<file path="config.mk">
export PLATFORM = sky130hd
export DESIGN_NAME = evt_select
export DESIGN_NICKNAME = d
export VERILOG_FILES = /design/src/rtl/evt_pkg.sv /design/src/rtl/evt_ie_flag.sv /design/src/rtl/evt_nmi_track.sv /design/src/rtl/evt_prio.sv /design/src/rtl/evt_select.sv
export SDC_FILE = /design/constraint.sdc
export NUM_CORES = 1
export LEC_CHECK = 0
export BUFFER_PORTS_ARGS = -buffer_cell sky130_fd_sc_hd__buf_4
export CAP_MARGIN = 5
export CORE_AREA = 2 2 39 41
export CTS_CLUSTER_DIAMETER = 120
export DETAILED_ROUTE_END_ITERATION = 8
export DIE_AREA = 0 0 41 43
export GPL_ROUTABILITY_DRIVEN = 0
export GPL_TIMING_DRIVEN = 0
export PLACE_DENSITY = 0.76
export SLEW_MARGIN = 5
export SYNTH_ARGS = -nofsm -noshare
export SYNTH_HDL_FRONTEND = slang
export SYNTH_SLANG_ARGS = --single-unit
</file>
<file path="constraint.sdc">
create_clock -name clk_i -period 3.05 [get_ports clk_i]
set_input_delay 0.61 -clock clk_i [delete_from_list [all_inputs] [get_ports clk_i]]
set_output_delay 0.61 -clock clk_i [all_outputs]
set_load 0.01 [all_outputs]
</file>
<file path="src/rtl/evt_pkg.sv">
package evt_pkg;
  localparam int EXC_W = 3;
  localparam int SRC_N = 4;
  localparam int SRC_EXC  = 0;
  localparam int SRC_SWI  = 1;
  localparam int SRC_NMI  = 2;
  localparam int SRC_INTR = 3;

  typedef enum logic [1:0] {
    CLS_FAULT = 2'b00,
    CLS_TRAP  = 2'b01,
    CLS_INTR  = 2'b10
  } evt_cls_e;

  typedef enum logic [EXC_W-1:0] {
    EXC_DIV = 3'd0,
    EXC_UD  = 3'd1,
    EXC_NP  = 3'd2,
    EXC_SS  = 3'd3,
    EXC_GP  = 3'd4,
    EXC_PF  = 3'd5,
    EXC_MC  = 3'd6,
    EXC_BP  = 3'd7
  } exc_cause_e;

  localparam logic [7:0] NMI_VEC = 8'd2;

  function automatic logic [7:0] exc_vec(exc_cause_e c);
    case (c)
      EXC_DIV: exc_vec = 8'd0;
      EXC_UD:  exc_vec = 8'd6;
      EXC_NP:  exc_vec = 8'd11;
      EXC_SS:  exc_vec = 8'd12;
      EXC_GP:  exc_vec = 8'd13;
      EXC_PF:  exc_vec = 8'd14;
      EXC_MC:  exc_vec = 8'd18;
      default: exc_vec = 8'd3;
    endcase
  endfunction

  function automatic logic exc_has_err(exc_cause_e c);
    exc_has_err = (c == EXC_NP) || (c == EXC_SS) || (c == EXC_GP) || (c == EXC_PF);
  endfunction
endpackage

</file>
<file path="src/rtl/evt_ie_flag.sv">
module evt_ie_flag (
  input  logic clk_i,
  input  logic rst_ni,
  input  logic take_i,
  input  logic gate_trap_i,
  input  logic iret_i,
  input  logic iret_if_i,
  input  logic sti_i,
  input  logic cli_i,
  output logic ie_o
);
  logic ie_q, ie_d;

  always_comb begin
    ie_d = ie_q;
    if (take_i && !gate_trap_i) ie_d = 1'b0;
    else if (iret_i)            ie_d = iret_if_i;
    else if (sti_i)             ie_d = 1'b1;
    else if (cli_i)             ie_d = 1'b0;
  end

  always_ff @(posedge clk_i or negedge rst_ni) begin
    if (!rst_ni) ie_q <= 1'b0;
    else         ie_q <= ie_d;
  end

  assign ie_o = ie_q;
endmodule

</file>
<file path="src/rtl/evt_nmi_track.sv">
module evt_nmi_track (
  input  logic clk_i,
  input  logic rst_ni,
  input  logic nmi_i,
  input  logic take_nmi_i,
  input  logic iret_i,
  output logic pend_o,
  output logic busy_o
);
  logic nmi_q, pend_q, busy_q;
  logic rise;

  assign rise = nmi_i && !nmi_q;

  always_ff @(posedge clk_i or negedge rst_ni) begin
    if (!rst_ni) begin
      nmi_q  <= 1'b0;
      pend_q <= 1'b0;
      busy_q <= 1'b0;
    end else begin
      nmi_q  <= nmi_i;
      pend_q <= (pend_q && !take_nmi_i) || rise;
      if (take_nmi_i)  busy_q <= 1'b1;
      else if (iret_i) busy_q <= 1'b0;
    end
  end

  assign pend_o = pend_q;
  assign busy_o = busy_q;
endmodule

</file>
<file path="src/rtl/evt_prio.sv">
module evt_prio #(
  parameter int N = 4
) (
  input  logic [N-1:0] req_i,
  output logic [N-1:0] gnt_o
);
  logic [N:0] seen;

  assign seen[0] = 1'b0;
  // lower index wins
  for (genvar i = 0; i < N; i++) begin : g_chain
    assign gnt_o[i]   = req_i[i] && !seen[i];
    assign seen[i+1]  = seen[i] || req_i[i];
  end
endmodule

</file>
<file path="src/rtl/evt_select.sv">
module evt_select
  import evt_pkg::*;
#(
  parameter int VEC_W = 8
) (
  input  logic             clk_i,
  input  logic             rst_ni,
  input  logic             boundary_i,
  input  logic             exc_valid_i,
  input  logic [EXC_W-1:0] exc_cause_i,
  input  logic             swi_valid_i,
  input  logic [VEC_W-1:0] swi_vec_i,
  input  logic             nmi_i,
  input  logic             intr_i,
  input  logic [VEC_W-1:0] intr_vec_i,
  input  logic             gate_trap_i,
  input  logic             sti_i,
  input  logic             cli_i,
  input  logic             iret_i,
  input  logic             iret_if_i,
  output logic             take_o,
  output logic [VEC_W-1:0] vec_o,
  output logic             err_valid_o,
  output logic [1:0]       cls_o,
  output logic             intr_ack_o,
  output logic             ie_o
);
  logic             ie, nmi_pend, nmi_busy;
  logic [SRC_N-1:0] req, gnt;
  exc_cause_e       cause;

  assign cause = exc_cause_e'(exc_cause_i);

  always_comb begin
    req           = '0;
    req[SRC_EXC]  = exc_valid_i;
    req[SRC_SWI]  = swi_valid_i;
    req[SRC_NMI]  = nmi_pend;
    req[SRC_INTR] = intr_i && ie && boundary_i;
    if (nmi_busy) req = '0;
  end

  evt_prio #(.N(SRC_N)) u_prio (
    .req_i (req),
    .gnt_o (gnt)
  );

  evt_nmi_track u_nmi (
    .clk_i      (clk_i),
    .rst_ni     (rst_ni),
    .nmi_i      (nmi_i),
    .take_nmi_i (gnt[SRC_NMI]),
    .iret_i     (iret_i),
    .pend_o     (nmi_pend),
    .busy_o     (nmi_busy)
  );

  evt_ie_flag u_ie (
    .clk_i       (clk_i),
    .rst_ni      (rst_ni),
    .take_i      (take_o),
    .gate_trap_i (gate_trap_i),
    .iret_i      (iret_i),
    .iret_if_i   (iret_if_i),
    .sti_i       (sti_i),
    .cli_i       (cli_i),
    .ie_o        (ie)
  );

  always_comb begin
    vec_o       = '0;
    err_valid_o = 1'b0;
    cls_o       = CLS_FAULT;
    unique case (1'b1)
      gnt[SRC_EXC]: begin
        vec_o       = VEC_W'(exc_vec(cause));
        err_valid_o = exc_has_err(cause);
        cls_o       = (cause == EXC_BP) ? CLS_TRAP : CLS_FAULT;
      end
      gnt[SRC_SWI]: begin
        vec_o = swi_vec_i;
        cls_o = CLS_TRAP;
      end
      gnt[SRC_NMI]: begin
        vec_o = VEC_W'(NMI_VEC);
        cls_o = CLS_INTR;
      end
      gnt[SRC_INTR]: begin
        vec_o = intr_vec_i;
        cls_o = CLS_INTR;
      end
      default: ;
    endcase
  end

  assign take_o     = |gnt;
  assign intr_ack_o = gnt[SRC_INTR];
  assign ie_o       = ie;
endmodule

</file>
==> results.cfg <==
[critical_path]
path_buf_inv = 3
cp_common_cell = buf_4
path_delay_family = simple AND/OR/NAND/NOR gates
path_class = in -> out
crit_chain = buf_4 -> or2_1 -> buf_6 -> nor4_4 -> a221o_1 -> buf_4
critPathSlowestCell = nor4_4
endpoint_kind = output pin
path_max_fanout = 8
critPathRequiredTime_ns = 2.44
startpoint_type = input pin
cpPeakStageDelay_ns = 0.40
arrival_ns = 1.82

[finish]
multi_input_area_um2 = 282.8
nets = 132
fin_cells = 115
drive_above_1_share = 0.4545
final-seq-area_um2 = 100.1
n_fill_cell = 145
area.growth.synth_to_final_pct = 78.06
diodes = 0

[grt]
grt_usage = 0.1511
grt_first_pass_wirelength_mm = 1.849
use_met1 = 0.1299
antenna_found_initial = 0
busiest_layer = met2
use_met3 = 0.03141
grt_pass1_vias = 550
overflow = 0
grtUsageMet2 = 0.2781
grt_max_degree = 11

[logic_synthesis]
yosys_warnings = 0
synthesis.nets = 87
ys_seq_area_frac = 0.2279
yosysTopAreaCellShare = 0.2279
syn_inst = 56
yosys.area.top_type = dfrtp_1
synth_seq_cells = 4
synthesis.area_um2 = 439.2
synthTopCellsByArea = dfrtp_1, a221o_1, inv_1, a22o_1, nor4_4
synth_cell_types = 27
syn_area_per_cell_um2 = 7.842

[detailed_routing]
vias_per_cell = 5.096
drt-initial-drc-count = 3
drtAntennaViolNets = 0
drc = 0
vias = 586
post_drt_wl_per_cell_um = 11.43
drt_wl_total_mm = 1.315
drt-pass1-iter-count = 2

[run]
max-cap-violations = 0

[pwr]
finalPower_uw = 247.2
peakVddDrop_uv = 184.2
powerDensity_mw_per_mm2 = 316.0
p_leak_nw = 0.4009

[timing]
fin_crit_sh = 0.7972
slew_viol_final = 0
finClkSkew_ns = 0.00003178
slew_headroom = 0.6703
fmax_ghz = 0.4113
hold_viol_final = 0
fin_ws_ns = 0.6186
fin_tns_setup_ns = 0
fin_crit_ns = 2.431
setup_violations = 0
rsz0062_at_grt = false
worst_pin_slew_ns = 0.4945

[cts]
postCtsResizedCells = 0
clock_path_buffers = 2
postCtsSetupBuffers = 0
cts_tree = yes
cts_inserted_buffers = 3
clkLatencyLatePin_ns = 0.23
cts_root_buf = clkbuf_4
clock_sinks = 4
cts_hold_buffers = 0
cts_max_level = 1
clk_pin_slew_ns = 0.04

[status]
status = finished clean

[die]
die-area_mm2 = 0.001763
fp.dieH_um = 43
placement_rows = 14
start_util = 0.3174
core_area_mm2 = 0.001384
die_w_um = 41
io-pin-count = 45

[placed_design]
dpl.cell_count = 112
io_buffers = 40
pre_cts_ws_ns = 0.6017
dp_hpwl_mm = 1.135

[worst_hold_path]
hold_path.class = in -> async
## report_power, final
group	switching (mW)	internal [mW]
clock network	0.0199	0.0439
logic	0.0495	0.0662
registers	0.00822	0.0595
## metrics by stage
stage	utilization	hold slack (ns)	instance area, µm²
floorplan	-	0.3144	439.2
global placement	0.5488	0.3949	759.5
detailed placement	0.5488	0.4079	759.5
CTS	0.5651	0.1575	782.0
global route	0.5651	0.1511	782.0
finish	0.5651	0.1661	782.0
## placed cells by master (no fill, tap or decap), drive strengths merged, types with 3 or more instances in the layout
master,Yosys,routed
a22o,3,3
inv,8,8
nor2,4,4
dfrtp,4,4
clkbuf,4,7
a221o,3,3
a21oi,3,3
buf,1,41
## area by class of cell
| cell class | count | share of cell area |
|---|---|---|
| multi-input cells | 39 | 0.3616 |
| well taps | 16 | 0.02560 |
| repair buffers | 40 | 0.3840 |
| clock buffers | 3 | 0.02880 |
| flip-flops and latches | 4 | 0.1280 |
| plain buffers | 5 | 0.03360 |
| inverters | 8 | 0.03840 |
## synth_stat cells
library cell,instances
inv_1,8
clkbuf_1,4
dfrtp_1,4
nor2_1,4
a21oi_1,3
a221o_1,3
a22o_1,3
a211oi_1,2
nand2_1,2
nand2b_1,2
nor3_1,2
nor3b_1,2
o32ai_1,2
xnor2_1,2
a21o_1,1
a221oi_1,1
and3b_1,1
buf_6,1
mux2i_1,1
nand3_1,1
nand4_1,1
nor4_4,1
o21ai_0,1
o21ai_1,1
o22ai_1,1
o41a_1,1
or2_1,1
## kinds of logic after synthesis
group	synth area share
multiplexers	0.02279
flip-flops	0.2279
buffers and inverters	0.1282
XOR/XNOR	0.03989
AO/OA/AOI/OAI	0.3362
AND/OR/NAND/NOR	0.2450
## state kept, by name (all words and copies together) (netlist names)
| name | cells |
|---|---|
| u_nmi.pend_o | 1 |
| u_ie.ie_o | 1 |
| u_nmi.busy_o | 1 |
| u_nmi.nmi_q | 1 |
## routing by layer
layer	wire, µm	vias to the layer above
li1	-	293
met1	477	252
met2	600	41
met3	237	0
met4	0	0
met5	0	-
## path summary, 6_finish.rpt
check,start,endpoint,slack (ns),cells past startpoint
min in group clk_i,u_nmi.nmi_q,u_nmi.pend_o,0.41,1
hold reg to reg,u_nmi.nmi_q,u_nmi.pend_o,0.41,1
setup reg to reg,u_nmi.pend_o,u_ie.ie_o,1.87,3
hold / removal,rst_ni,u_nmi.pend_o,0.17,1
setup / recovery,exc_valid_i,vec_o[3],0.62,6
max in group asynchronous,rst_ni,u_ie.ie_o,2.79,1
## worst register-to-register path: stages, from the launching register on
cell and delay (ns):
dfrtp_1 0.45, nor3_1 0.22, a21oi_1 0.12, a221oi_1 0.28
Power figures use the tool's default switching activity.
